## config.mk

```make
export PLATFORM = sky130hd
export DESIGN_NAME = sctl_slave
export DESIGN_NICKNAME = d
export VERILOG_FILES = /design/src/rtl/sctl_pkg.sv /design/src/rtl/sctl_sync.sv /design/src/rtl/sctl_frame.sv /design/src/rtl/sctl_regs.sv /design/src/rtl/sctl_tx.sv /design/src/rtl/sctl_slave.sv
export SDC_FILE = /design/constraint.sdc
export NUM_CORES = 1
export LEC_CHECK = 0
export BUFFER_PORTS_ARGS = -buffer_cell sky130_fd_sc_hd__buf_2
export CAP_MARGIN = 20
export CORE_ASPECT_RATIO = 0.75
export CORE_MARGIN = 5
export CORE_UTILIZATION = 35
export CTS_BUF_LIST = sky130_fd_sc_hd__clkbuf_8
export CTS_CLUSTER_DIAMETER = 100
export DETAILED_ROUTE_END_ITERATION = 8
export GPL_TIMING_DRIVEN = 0
export PLACE_DENSITY = 0.49
export SETUP_SLACK_MARGIN = 0.4
export SYNTH_ARGS = -nofsm -noshare
export SYNTH_HDL_FRONTEND = slang
export SYNTH_SLANG_ARGS = --single-unit
```

## constraint.sdc

```tcl
create_clock -name clk -period 2.2 [get_ports clk]
set_input_delay 0.22 -clock clk [delete_from_list [all_inputs] [get_ports clk]]
set_output_delay 0.22 -clock clk [all_outputs]
set_load 0.05 [all_outputs]
```

## src/rtl/sctl_pkg.sv

```systemverilog
`timescale 1ns/1ps
package sctl_pkg;

  // Phases of one chip-select window.
  typedef enum logic [2:0] {
    ST_IDLE  = 3'd0,  // chip-select high
    ST_HDR   = 3'd1,  // collecting device code, direction and address
    ST_WRITE = 3'd2,  // header accepted, host sends data
    ST_READ  = 3'd3,  // header accepted, slave returns data
    ST_SKIP  = 3'd4   // device code mismatch, frame ignored
  } sctl_state_e;

  // Number of header bits for a given field layout.
  function automatic int unsigned hdr_bits(input int unsigned dev_w,
                                           input int unsigned addr_w);
    return dev_w + 1 + addr_w;
  endfunction

endpackage

```

## src/rtl/sctl_sync.sv

```systemverilog
`timescale 1ns/1ps
module sctl_sync #(
  parameter int unsigned       N       = 3,
  parameter logic [N-1:0]      RST_VAL = '1
) (
  input  logic         clk,
  input  logic         rst_n,
  input  logic [N-1:0] pin,
  output logic [N-1:0] lvl,
  output logic [N-1:0] rise,
  output logic [N-1:0] fall
);

  for (genvar g = 0; g < N; g++) begin : g_bit
    logic s1, s2, s3;

    always_ff @(posedge clk or negedge rst_n) begin
      if (!rst_n) begin
        s1 <= RST_VAL[g];
        s2 <= RST_VAL[g];
        s3 <= RST_VAL[g];
      end else begin
        s1 <= pin[g];
        s2 <= s1;
        s3 <= s2;
      end
    end

    assign lvl[g]  = s2;
    assign rise[g] = s2 & ~s3;
    assign fall[g] = ~s2 & s3;
  end

endmodule

```

## src/rtl/sctl_frame.sv

```systemverilog
`timescale 1ns/1ps
module sctl_frame
  import sctl_pkg::*;
#(
  parameter int unsigned      DEV_W  = 2,
  parameter int unsigned      ADDR_W = 5,
  parameter int unsigned      DATA_W = 8,
  parameter logic [DEV_W-1:0] DEV_ID = 2'b10,
  localparam int unsigned HDR_BITS   = DEV_W + 1 + ADDR_W,
  localparam int unsigned FRAME_BITS = HDR_BITS + DATA_W,
  localparam int unsigned CNT_W      = $clog2(FRAME_BITS + 1)
) (
  input  logic              clk,
  input  logic              rst_n,
  input  logic              cs_rise,
  input  logic              cs_fall,
  input  logic              clk_rise,
  input  logic              clk_fall,
  input  logic              din,
  output logic              wr_en,
  output logic [ADDR_W-1:0] addr,
  output logic [DATA_W-1:0] wr_data,
  output logic              tx_start,
  output logic              tx_shift,
  output logic              tx_stop,
  output logic [CNT_W-1:0]  bit_cnt,
  output logic              dev_ok,
  output logic              is_read
);

  localparam logic [CNT_W-1:0] HDR_CNT  = CNT_W'(HDR_BITS);
  localparam logic [CNT_W-1:0] FULL_CNT = CNT_W'(FRAME_BITS);

  sctl_state_e             st;
  logic [FRAME_BITS-1:0]   shreg;
  logic [HDR_BITS-1:0]     hdr_q;
  logic [CNT_W-1:0]        cnt;
  logic [HDR_BITS-1:0]     hdr_next;
  logic [DEV_W-1:0]        dev_next;
  logic                    wr_next;

  assign hdr_next = {shreg[HDR_BITS-2:0], din};
  assign dev_next = hdr_next[HDR_BITS-1 -: DEV_W];
  assign wr_next  = hdr_next[ADDR_W];

  always_ff @(posedge clk or negedge rst_n) begin
    if (!rst_n) begin
      st    <= ST_IDLE;
      shreg <= '0;
      hdr_q <= '0;
      cnt   <= '0;
    end else if (cs_rise) begin
      st <= ST_IDLE;
    end else if (cs_fall) begin
      st  <= ST_HDR;
      cnt <= '0;
    end else if (clk_rise && st != ST_IDLE && cnt != FULL_CNT) begin
      shreg <= {shreg[FRAME_BITS-2:0], din};
      cnt   <= cnt + 1'b1;
      if (st == ST_HDR && cnt == HDR_CNT - 1'b1) begin
        hdr_q <= hdr_next;
        if (dev_next != DEV_ID) st <= ST_SKIP;
        else if (wr_next)       st <= ST_WRITE;
        else                    st <= ST_READ;
      end
    end
  end

  assign wr_en    = cs_rise && st == ST_WRITE && cnt == FULL_CNT;
  assign wr_data  = shreg[DATA_W-1:0];
  assign addr     = hdr_q[ADDR_W-1:0];
  assign tx_start = clk_fall && st == ST_READ && cnt == HDR_CNT;
  assign tx_shift = clk_fall && st == ST_READ && cnt > HDR_CNT && cnt < FULL_CNT;
  assign tx_stop  = cs_rise | cs_fall;
  assign bit_cnt  = cnt;
  assign dev_ok   = hdr_q[HDR_BITS-1 -: DEV_W] == DEV_ID;
  assign is_read  = ~hdr_q[ADDR_W];

endmodule

```

## src/rtl/sctl_regs.sv

```systemverilog
`timescale 1ns/1ps
module sctl_regs #(
  parameter int unsigned        ADDR_W    = 5,
  parameter int unsigned        DATA_W    = 8,
  parameter int unsigned        NUM_REGS  = 16,
  parameter int unsigned        HOLE_ADDR = 12,
  parameter logic [DATA_W-1:0]  RESET_VAL = '0,
  localparam int unsigned IDX_W = (NUM_REGS > 1) ? $clog2(NUM_REGS) : 1
) (
  input  logic              clk,
  input  logic              rst_n,
  input  logic              wr_en,
  input  logic [ADDR_W-1:0] wr_addr,
  input  logic [DATA_W-1:0] wr_data,
  input  logic [ADDR_W-1:0] rd_addr,
  output logic [DATA_W-1:0] rd_q
);

  localparam logic [ADDR_W:0]   LIMIT = (ADDR_W + 1)'(NUM_REGS);
  localparam logic [ADDR_W-1:0] HOLE  = ADDR_W'(HOLE_ADDR);

  logic [DATA_W-1:0] regs [NUM_REGS];
  logic              wr_hit;
  logic [IDX_W-1:0]  wr_idx;
  logic [IDX_W-1:0]  rd_idx;
  logic              rd_ok;

  assign wr_hit = wr_en && ({1'b0, wr_addr} < LIMIT);
  assign wr_idx = wr_addr[IDX_W-1:0];
  assign rd_idx = rd_addr[IDX_W-1:0];
  assign rd_ok  = ({1'b0, rd_addr} < LIMIT) && (rd_addr != HOLE);

  for (genvar g = 0; g < NUM_REGS; g++) begin : g_reg
    logic [DATA_W-1:0] q;
    always_ff @(posedge clk or negedge rst_n) begin
      if (!rst_n)                                q <= RESET_VAL;
      else if (wr_hit && wr_idx == IDX_W'(g))    q <= wr_data;
    end
    assign regs[g] = q;
  end

  always_ff @(posedge clk or negedge rst_n) begin
    if (!rst_n)     rd_q <= '0;
    else if (rd_ok) rd_q <= regs[rd_idx];
    else            rd_q <= '0;
  end

endmodule

```

## src/rtl/sctl_tx.sv

```systemverilog
`timescale 1ns/1ps
module sctl_tx #(
  parameter int unsigned DATA_W = 8
) (
  input  logic              clk,
  input  logic              rst_n,
  input  logic              start,
  input  logic              shift,
  input  logic              stop,
  input  logic [DATA_W-1:0] data,
  output logic              sdo,
  output logic              oe
);

  logic [DATA_W-1:0] sh;

  always_ff @(posedge clk or negedge rst_n) begin
    if (!rst_n) begin
      sh <= '0;
      oe <= 1'b0;
    end else if (stop) begin
      oe <= 1'b0;
    end else if (start) begin
      sh <= data;
      oe <= 1'b1;
    end else if (shift) begin
      sh <= {sh[DATA_W-2:0], 1'b0};
    end
  end

  assign sdo = sh[DATA_W-1];

endmodule

```

## src/rtl/sctl_slave.sv

```systemverilog
`timescale 1ns/1ps
module sctl_slave #(
  parameter int unsigned DEV_W     = 2,
  parameter int unsigned ADDR_W    = 5,
  parameter int unsigned DATA_W    = 8,
  parameter logic [DEV_W-1:0] DEV_ID = 2'b10,
  parameter int unsigned NUM_REGS  = 16,
  parameter int unsigned HOLE_ADDR = 12
) (
  input  logic clk,
  input  logic rst_n,
  input  logic scs_n,
  input  logic sclk,
  input  logic sdio_i,
  output logic sdio_o,
  output logic sdio_oe
);

  localparam int unsigned HDR_BITS   = sctl_pkg::hdr_bits(DEV_W, ADDR_W);
  localparam int unsigned FRAME_BITS = HDR_BITS + DATA_W;
  localparam int unsigned CNT_W      = $clog2(FRAME_BITS + 1);

  // Pin order in the synchronizer: [2] chip-select, [1] serial clock, [0] data.
  logic [2:0] pin_lvl, pin_rise, pin_fall;

  logic              cs_rise, cs_fall, sclk_rise, sclk_fall;
  logic              wr_en, tx_start, tx_shift, tx_stop, dev_ok, is_read;
  logic [ADDR_W-1:0] addr;
  logic [DATA_W-1:0] wr_data, rd_q;
  logic [CNT_W-1:0]  bit_cnt;

  sctl_sync #(.N(3), .RST_VAL(3'b110)) u_sync (
    .clk  (clk),
    .rst_n(rst_n),
    .pin  ({scs_n, sclk, sdio_i}),
    .lvl  (pin_lvl),
    .rise (pin_rise),
    .fall (pin_fall)
  );

  assign cs_rise   = pin_rise[2];
  assign cs_fall   = pin_fall[2];
  assign sclk_rise = pin_rise[1];
  assign sclk_fall = pin_fall[1];

  sctl_frame #(
    .DEV_W (DEV_W),
    .ADDR_W(ADDR_W),
    .DATA_W(DATA_W),
    .DEV_ID(DEV_ID)
  ) u_frame (
    .clk     (clk),
    .rst_n   (rst_n),
    .cs_rise (cs_rise),
    .cs_fall (cs_fall),
    .clk_rise(sclk_rise),
    .clk_fall(sclk_fall),
    .din     (pin_lvl[0]),
    .wr_en   (wr_en),
    .addr    (addr),
    .wr_data (wr_data),
    .tx_start(tx_start),
    .tx_shift(tx_shift),
    .tx_stop (tx_stop),
    .bit_cnt (bit_cnt),
    .dev_ok  (dev_ok),
    .is_read (is_read)
  );

  sctl_regs #(
    .ADDR_W   (ADDR_W),
    .DATA_W   (DATA_W),
    .NUM_REGS (NUM_REGS),
    .HOLE_ADDR(HOLE_ADDR)
  ) u_regs (
    .clk    (clk),
    .rst_n  (rst_n),
    .wr_en  (wr_en),
    .wr_addr(addr),
    .wr_data(wr_data),
    .rd_addr(addr),
    .rd_q   (rd_q)
  );

  sctl_tx #(.DATA_W(DATA_W)) u_tx (
    .clk  (clk),
    .rst_n(rst_n),
    .start(tx_start),
    .shift(tx_shift),
    .stop (tx_stop),
    .data (rd_q),
    .sdo  (sdio_o),
    .oe   (sdio_oe)
  );

endmodule

```

==> results by group, run 1 <==
Status
  • Status: complete, no violations

Yosys
  • Synth Flop Type: dfrtp_1
  • Yosys warnings: 0
  • Yosys top cell area share: between 50 and 60%
  • Seq/Total Area, Yosys: 54.8%
  • Commonest cells in the netlist: 160 x dfrtp_1, 139 x mux2_2, 25 x o21ai_0
  • Yosys top cell by area: dfrtp_1
  • Avg Inst Size Synth: around 14 sq um
  • Register bit total from synthesis: 166
  • Post-synth EDFFs: 0
  • Post-synth ARST share: between 90% and 100%
  • Net count after synthesis: 550
  • Syn Std Cell Area: 0.00759 sq mm
  • Top cells by area, synth: dfrtp_1 53%, mux2_2 21%, mux4_2 4.7%
  • Cells after synthesis: 541
  • Top-count cell post-synth: dfrtp_1
  • Unique masters post-synth: between 40 and 50

Die
  • DIE AREA: 0.0248 sq mm
  • Initial Util: around 36%
  • Core outline area: 0.0212 sq mm
  • Die width: 180 um
  • Rows: 46
  • I/O pin cnt: 7
  • Die height: 138 um

Hold path
  • Hold Path Class: in2async

STA
  • Final Setup Violations: 0
  • Final TNS setup: 0 ns
  • Fmax: 477 MHz
  • Final Hold Vio Count: 0
  • Unrepaired setup endpoints after global routing: yes
  • Post-route clock period utilization: 95.3%
  • Min Clock Period, post-route: around 2.1 ns
  • Measured slew at the worst slew-check pin: 0.866 ns
  • Clk_skew: 0.0129 ns
  • Final Max Tran Viols: 0
  • Final worst setup slack: around 0.10 ns
  • Rel. slew slack: 42.3%

Route
  • Detail Route Antenna Nets: 0
  • Remaining DRCs: 0
  • First-pass DRT Iterations: 5
  • Wirelength per Cell: 22.2 um
  • Total routed wirelength: 20,000 um
  • Via density: 5.23
  • Via count: 4,706
  • Initial DRC Count: 300

Critical path
  • Worst EP required: 2.55 ns
  • Worst Path Max Fanout: 8
  • Critical path class: reg2reg
  • Critical-path cell list: ha_4 > nor3b_4 > buf_4 > nand4b_1 > nor3_4 > buf_12 > mux2_4
  • RR Endpoint: u_regs.g_reg[6].q[4]$_DFFE_PN0P_
  • Buffers & Inverters on Critical Path: 2
  • Worst setup path startpoint: u_sync.g_bit[2].s2$_DFF_PN1_
  • Slowest-stage cell, CP: dfstp_2
  • Setup crit end kind: flip-flop
  • FF-to-FF path depth: 7
  • CP startpoint kind: flip-flop
  • Max incr delay on CP: 0.56 ns
  • Crit path arrival time: 2.45 ns
  • R2r setup slk: 0.10 ns
  • CP top delay family: simple AND/OR/NAND/NOR gates
  • Reg2reg start: u_sync.g_bit[2].s2$_DFF_PN1_

GRT
  • Global-route wire length before repair: 30,300 um
  • GRT overflow: 0
  • Initial antenna violation count: 1
  • Largest net degree at the start of global routing: 89
  • GR Util All Layers: 16.5%
  • Vias in the first global route: just under 5,000

Cells and area
  • Area grow syn2layout: 26.2%
  • Fill count: ~1,900
  • Layout cells sized above 1: between 40% and 50%
  • Nets: 608
  • Fin util: ~45%
  • Design Area, Final: approximately 0.0096 sq mm
  • Ant diodes: 0

Power and ir drop
  • Maximum VDD drop: 0.393 mV
  • Total Power: just over 0.006 W
  • PwrDens: 633 mW/mm^2
  • P_leak: 4.24 nW

Place
  • DP HPWL: between 10,000 and 15,000 um
  • GP Congestion: between 0.8 and 0.9
  • PortBufs: 6
  • DP Area: 0.00834 sq mm
  • Place WS: -0.301 ns

Clock tree
  • Clk Latency, worst-skew pair: 0.47 ns
  • Clk sinks: about 170
  • Max Buffers Root-to-Sink: 2
  • CTS tree: done
  • H-tree levels: 4
  • Root Buffer: clkbuf_8
  • Clock transition at path regs: 0.08 ns
  • TritonCTS Buffers: 17

Flow run
  • Max-Cap Viols: 0
[power by group]
part | internal [W] | switching [W] | total [W]
Combinational | 0.000150 | 0.000452 | 0.000602
Clock | 0.00115 | 0.00119 | 0.00234
Sequential | 0.00310 | 0.0000222 | 0.00312
Total | 0.00440 | 0.00166 | 0.00606
[sequential cells by signal (all words and copies together), names as in the netlist]
signal / count
u_frame.shreg: 8
u_sync.g_bit.s1: 3
u_tx.sh: 8
u_sync.g_bit.s3: 2
u_frame.bit_cnt: 5
u_frame.hdr_q: 5
u_sync.g_bit.s2: 3
u_tx.oe: 1
u_regs.rd_q: 8
u_regs.g.q: 120
u_frame.st: 3
[layout by cell type, fill, tap and decap left out, types with 10 or more instances in the layout]
cell type / count
buf_1: 11
a22oi_1: 14
nor2_4: 10
o21ai_0: 17
mux2i_1: 11
clkbuf_8: 22
mux2_4: 103
mux4_2: 16
buf_2: 10
mux2_2: 38
inv_1: 12
dfrtp_1: 157
buf_12: 19
[per-stage QoR]
step	instances	hold WS, ns
floorplan	541	-0.0756
global placement	835	0.327
detailed placement	836	0.241
CTS	897	0.327
global route	900	0.363
finish	900	0.305
[worst register-to-register path: cells and delay by family (launching register included)]
family	cells	cell delay, ns
buf+inv	2	0.31
mux	1	0.31
fa+ha+maj	1	0.16
simple gates	3	0.67
flops	1	0.56
[kinds of logic (layout without fill, tap and decap cells)]
kind of cell	after synthesis	count (layout)	synth area share, %
AND/OR/NAND/NOR	76	76	7.60
adder cells (fa/ha/maj)	4	4	0.659
flip-flops	166	166	54.8
AO/OA/AOI/OAI	74	74	6.63
buffers and inverters	48	119	2.54
multiplexers	173	173	27.8
[metal layers]
| metal | vias to the layer above | share of wire, % | wire length (um) | track usage [%] |
|---|---|---|---|---|
| li1 | 2115 | - | - | - |
| met1 | 2499 | 52 | 10400 | 24.8 |
| met2 | 74 | 43 | 8580 | 24.1 |
| met3 | 18 | 3.7 | 737 | 3.88 |
| met4 | 0 | 1.2 | 245 | 4.41 |
| met5 | - | 0 | 0 | 0 |
[timing repair]
| action | in CTS | in global routing |
|---|---|---|
| endpoints found under the hold margin | 78 | 0 |
| resized for setup | 58 | 50 |
| buffers inserted | 25 | 3 |
| pin swaps | 19 | 15 |
| setup endpoints to repair | 143 | 145 |
| hold buffers | 4 | 0 |
[worst max path at each step]
stage	end	slack (ns)	cells after the start
6_report	u_regs.g_reg[6].q[4]$_DFFE_PN0P_	0.10	7
5_1_grt	u_regs.g_reg[6].q[4]$_DFFE_PN0P_	0.02	7
2_1_floorplan	u_regs.g_reg[6].q[0]$_DFFE_PN0P_	0.07	5
3_5_place_dp	u_regs.g_reg[0].q[7]$_DFFE_PN0P_	-0.30	5
4_1_cts	u_regs.g_reg[6].q[3]$_DFFE_PN0P_	0.06	7
3_3_place_gp	u_regs.g_reg[13].q[6]$_DFFE_PN0P_	-1.58	1
[final cells by class]
type / instances / area (sq um) / share of cell area (%)
plain buffers: 36 / 246 / 2.57
clock buffers: 21 / 289 / 3.02
clock inverters: 11 / 135 / 1.41
inverters: 12 / 45.0 / 0.470
multi-input cells: 327 / 3780 / 39.5
flip-flops and latches: 166 / 4170 / 43.5
well taps: 288 / 360 / 3.76
repair buffers: 39 / 554 / 5.79
Power figures use the tool's default switching activity.
==> run 2, diff against run 1 <==
--- a/config.mk
+++ b/config.mk
@@ -16,6 +16,8 @@
 export GPL_TIMING_DRIVEN = 0
 export PLACE_DENSITY = 0.49
 export SETUP_SLACK_MARGIN = 0.4
+export SLEW_MARGIN = 20
 export SYNTH_ARGS = -nofsm -noshare
 export SYNTH_HDL_FRONTEND = slang
+export SYNTH_HIERARCHICAL = 1
 export SYNTH_SLANG_ARGS = --single-unit
==> run 2 against run 1 <==
Compared with the run above:
- the run now ends with setup timing left
- maximum frequency decreased by 5.9%
- area after synthesis increased by 4.7%
- total power increased by 0.41%
- critical path depth increased by 1
- sequential cell count increased by 8
- critical endpoint is now u_regs/g_reg[3].q[7]$_DFFE_PN0P_
- largest cell class unchanged
==> results by group, run 2 <==
Cells and area
  • Largest reg by FF count: u_regs/g.q (was u_regs.g.q)
  • Nets: 586 (was 608)
  • Fill count: 2,007 (was 1,856)
  • Ant diodes: 0 (unchanged)
  • Commonest non-fill, non-tap cell in the layout: dfrtp_1 (unchanged)
  • Layout cells sized above 1: 54.1% (was 47.7%)
  • Design Area, Final: 0.00988 sq mm (was 0.00958 sq mm)
  • Fin util: 44.5% (was 45.1%)
  • Max reg flops: 128 (was 120)
  • Cell Count, Final, Fillers Out: 886 (was 900)
  • Area grow syn2layout: 24.3% (was 26.2%)
  • Most frequent cells in the layout: 167 x dfrtp_1, 111 x mux2_4, 30 x mux2_2 (was 157 x dfrtp_1, 103 x mux2_4, 38 x mux2_2)

Power and ir drop
  • Maximum VDD drop: 0.495 mV (was 0.393 mV)
  • Int Pwr: 0.00439 W (was 0.00440 W)
  • Combinational cell fraction of total power: 8.4% (was 9.9%)
  • P_leak: 4.58 nW (was 4.24 nW)
  • NetSw: 0.00169 W (was 0.00166 W)
  • Clk network pwr share: 35.5% (was 38.6%)
  • Seq pwr share: 56.1% (was 51.5%)
  • Sw Ratio: 27.8% (was 27.4%)
  • PwrDens: 616 mW/mm^2 (was 633 mW/mm^2)

Die
  • Core outline area: 0.0222 sq mm (was 0.0212 sq mm)
  • I/O pin cnt: 7 (unchanged)
  • Initial Util: 35.8% (was 35.7%)
  • DIE AREA: 0.0259 sq mm (was 0.0248 sq mm)
  • Die height: 141 um (was 138 um)
  • Die width: 184 um (was 180 um)
  • Rows: 47 (was 46)

STA
  • Measured slew at the worst slew-check pin: 0.791 ns (was 0.866 ns)
  • Unrepaired setup endpoints after global routing: yes (unchanged)
  • Fmax: 449 MHz (was 477 MHz)
  • Final hold slack: 0.310 ns (was 0.305 ns)
  • Final worst setup slack: -0.0284 ns (was 0.103 ns)
  • Final Max Tran Viols: 0 (unchanged)
  • Rel. slew slack: 46.6% (was 42.3%)
  • Final TNS setup: -0.182 ns (was 0 ns)
  • Post-route clock period utilization: 101% (was 95.3%)
  • Clk_skew: 0.0272 ns (was 0.0129 ns)
  • Final Hold Vio Count: 0 (unchanged)
  • Min Clock Period, post-route: 2.23 ns (was 2.10 ns)
  • Final Setup Violations: 8 (was 0)

GRT
  • Largest net degree at the start of global routing: 98 (was 89)
  • Initial antenna violation count: 0 (was 1)
  • Global-route wire length before repair: 30,900 um (was 30,300 um)
  • GR Util All Layers: 15.9% (was 16.5%)
  • Vias in the first global route: 5,010 (was 4,877)
  • GRT overflow: 0 (unchanged)

Yosys
  • Net count after synthesis: 529 (was 550)
  • Avg Inst Size Synth: 15.2 sq um (was 14.0 sq um)
  • Cells after synthesis: 522 (was 541)
  • Syn Std Cell Area: 0.00795 sq mm (was 0.00759 sq mm)
  • Yosys warnings: 6 (was 0)

Route
  • Wirelength per Cell: 22.7 um (was 22.2 um)
  • Via count: 4,705 (was 4,706)
  • Via density: 5.31 (was 5.23)
  • Remaining DRCs: 0 (unchanged)
  • First-pass DRT Iterations: 4 (was 5)
  • Total routed wirelength: 20,100 um (was 20,000 um)
  • Detail Route Antenna Nets: 0 (unchanged)
  • Initial DRC Count: 306 (was 300)

Place
  • GP Congestion: 0.759 (was 0.886)
  • Placed Cells incl. Taps: 823 (was 836)
  • PortBufs: 6 (unchanged)
  • DP Area: 0.00857 sq mm (was 0.00834 sq mm)
  • DP HPWL: 12,900 um (was 13,200 um)

Critical path
  • Worst EP required: 2.55 ns (about the same)
  • CP startpoint kind: flip-flop (unchanged)
  • Crit path arrival time: 2.58 ns (was 2.45 ns)
  • Setup crit end kind: flip-flop (unchanged)
  • Worst Path Max Fanout: 8 (unchanged)
  • Critical path class: reg2reg (unchanged)
  • R2r setup slk: -0.03 ns (was 0.10 ns)

Status
  • Failing checks: setup timing
  • Status: finished, violations left (was complete, no violations)

Clock tree
  • Clk Latency, worst-skew pair: 0.48 ns (was 0.47 ns)
  • TritonCTS Buffers: 17 (unchanged)
  • H-tree levels: 4 (unchanged)
  • Max Buffers Root-to-Sink: 2 (unchanged)
  • Clock transition at path regs: 0.09 ns (was 0.08 ns)
  • CTS tree: done (unchanged)
  • Clk sinks: 174 (was 166)
  • Root Buffer: clkbuf_8 (unchanged)

Flow run
  • Max-Cap Viols: 0 (unchanged)

Hold path
  • Hold Path Class: in2async (unchanged)
run 2: cell types whose count changed in the layout (fill, tap and decap cells not counted), sizes merged, moves of 7 or more:
cell    previous run  this run
a22o               9         0
a22oi             16         7
a32oi              8         0
clkbuf            34        27
dfrtp            160       168
mux2i             16         9
mux4              16        32
nor2              21        11
nor3               6        15
o21ai             25         9
run 2: final timing paths:
path                                                startpoint                          endpoint  depth (start not counted)
worst min-delay path                                     rst_n      u_sync/g_bit[0].s2$_DFF_PN0_                          2
min in group clk                  u_sync/g_bit[0].s1$_DFF_PN0_      u_sync/g_bit[0].s2$_DFF_PN0_                          0
max in group asynchronous                                rst_n  u_regs/g_reg[8].q[4]$_DFFE_PN0P_                          3
worst max register to register  u_frame/bit_cnt[1]$_DFFE_PN0P_  u_regs/g_reg[3].q[7]$_DFFE_PN0P_                          8
worst max-delay path            u_frame/bit_cnt[1]$_DFFE_PN0P_  u_regs/g_reg[3].q[7]$_DFFE_PN0P_                          8
worst min register to register    u_sync/g_bit[0].s1$_DFF_PN0_      u_sync/g_bit[0].s2$_DFF_PN0_                          0
run 2: final cells by class:
type | count | area, sq um | share of cell area, %
Sequential cell | 174 | 4360 | 44.1
Multi-Input combinational cell | 306 | 4060 | 41.1
Timing Repair Buffer | 38 | 384 | 3.89
Tap cell | 294 | 368 | 3.72
Buffer | 33 | 285 | 2.89
Clock buffer | 19 | 262 | 2.65
Clock inverter | 13 | 118 | 1.19
Inverter | 9 | 40.0 | 0.405
run 2: metrics by stage:
step,total power (W),setup slack (ns)
final,0.00609,-0.0284
after global routing,0.00636,-0.109
after CTS,0.00615,-0.0264
after detailed placement,0.00387,-0.257
after global placement,0.00385,-1.83
after floorplan,0.00357,0.0150
run 2: worst max-delay path, stage by stage, from the launching register on:
cell and delay (ns):
dfrtp_1 0.40, inv_2 0.08, ha_4 0.14, and4bb_4 0.24, and4_4 0.25, nor4b_4 0.27, nor2b_2 0.21, buf_6 0.19
mux2_4 0.31
run 2: power by group through the flow:
| stage | clock (W) | combinational, W | sequential (W) |
|---|---|---|---|
| global placement | 0 | 0.000370 | 0.00348 |
| global route | 0.00237 | 0.000555 | 0.00343 |
| CTS | 0.00225 | 0.000485 | 0.00342 |
| floorplan | 0 | 0.000182 | 0.00339 |
| detailed placement | 0 | 0.000388 | 0.00348 |
| finish | 0.00216 | 0.000513 | 0.00342 |
run 2: layer usage:
layer | GRT usage [%] | share of wire [%] | vias to the layer above | wire length (um)
li1 | - | - | 2069 | -
met1 | 24.5 | 52 | 2556 | 10500
met2 | 22.2 | 43 | 68 | 8690
met3 | 3.76 | 3.4 | 12 | 679
met4 | 4.59 | 0.88 | 0 | 177
met5 | 0 | 0 | - | 0
run 2: repair_timing:
| item | 4_1_cts | 5_1_grt |
|---|---|---|
| pin swaps | 9 | 7 |
| endpoints found under the setup margin | 161 | 163 |
| buffers inserted | 23 | 4 |
| gates resized for setup | 77 | 82 |
| endpoints found under the hold margin | 76 | 0 |
| hold buffers | 4 | 0 |
| cloned | 0 | 0 |
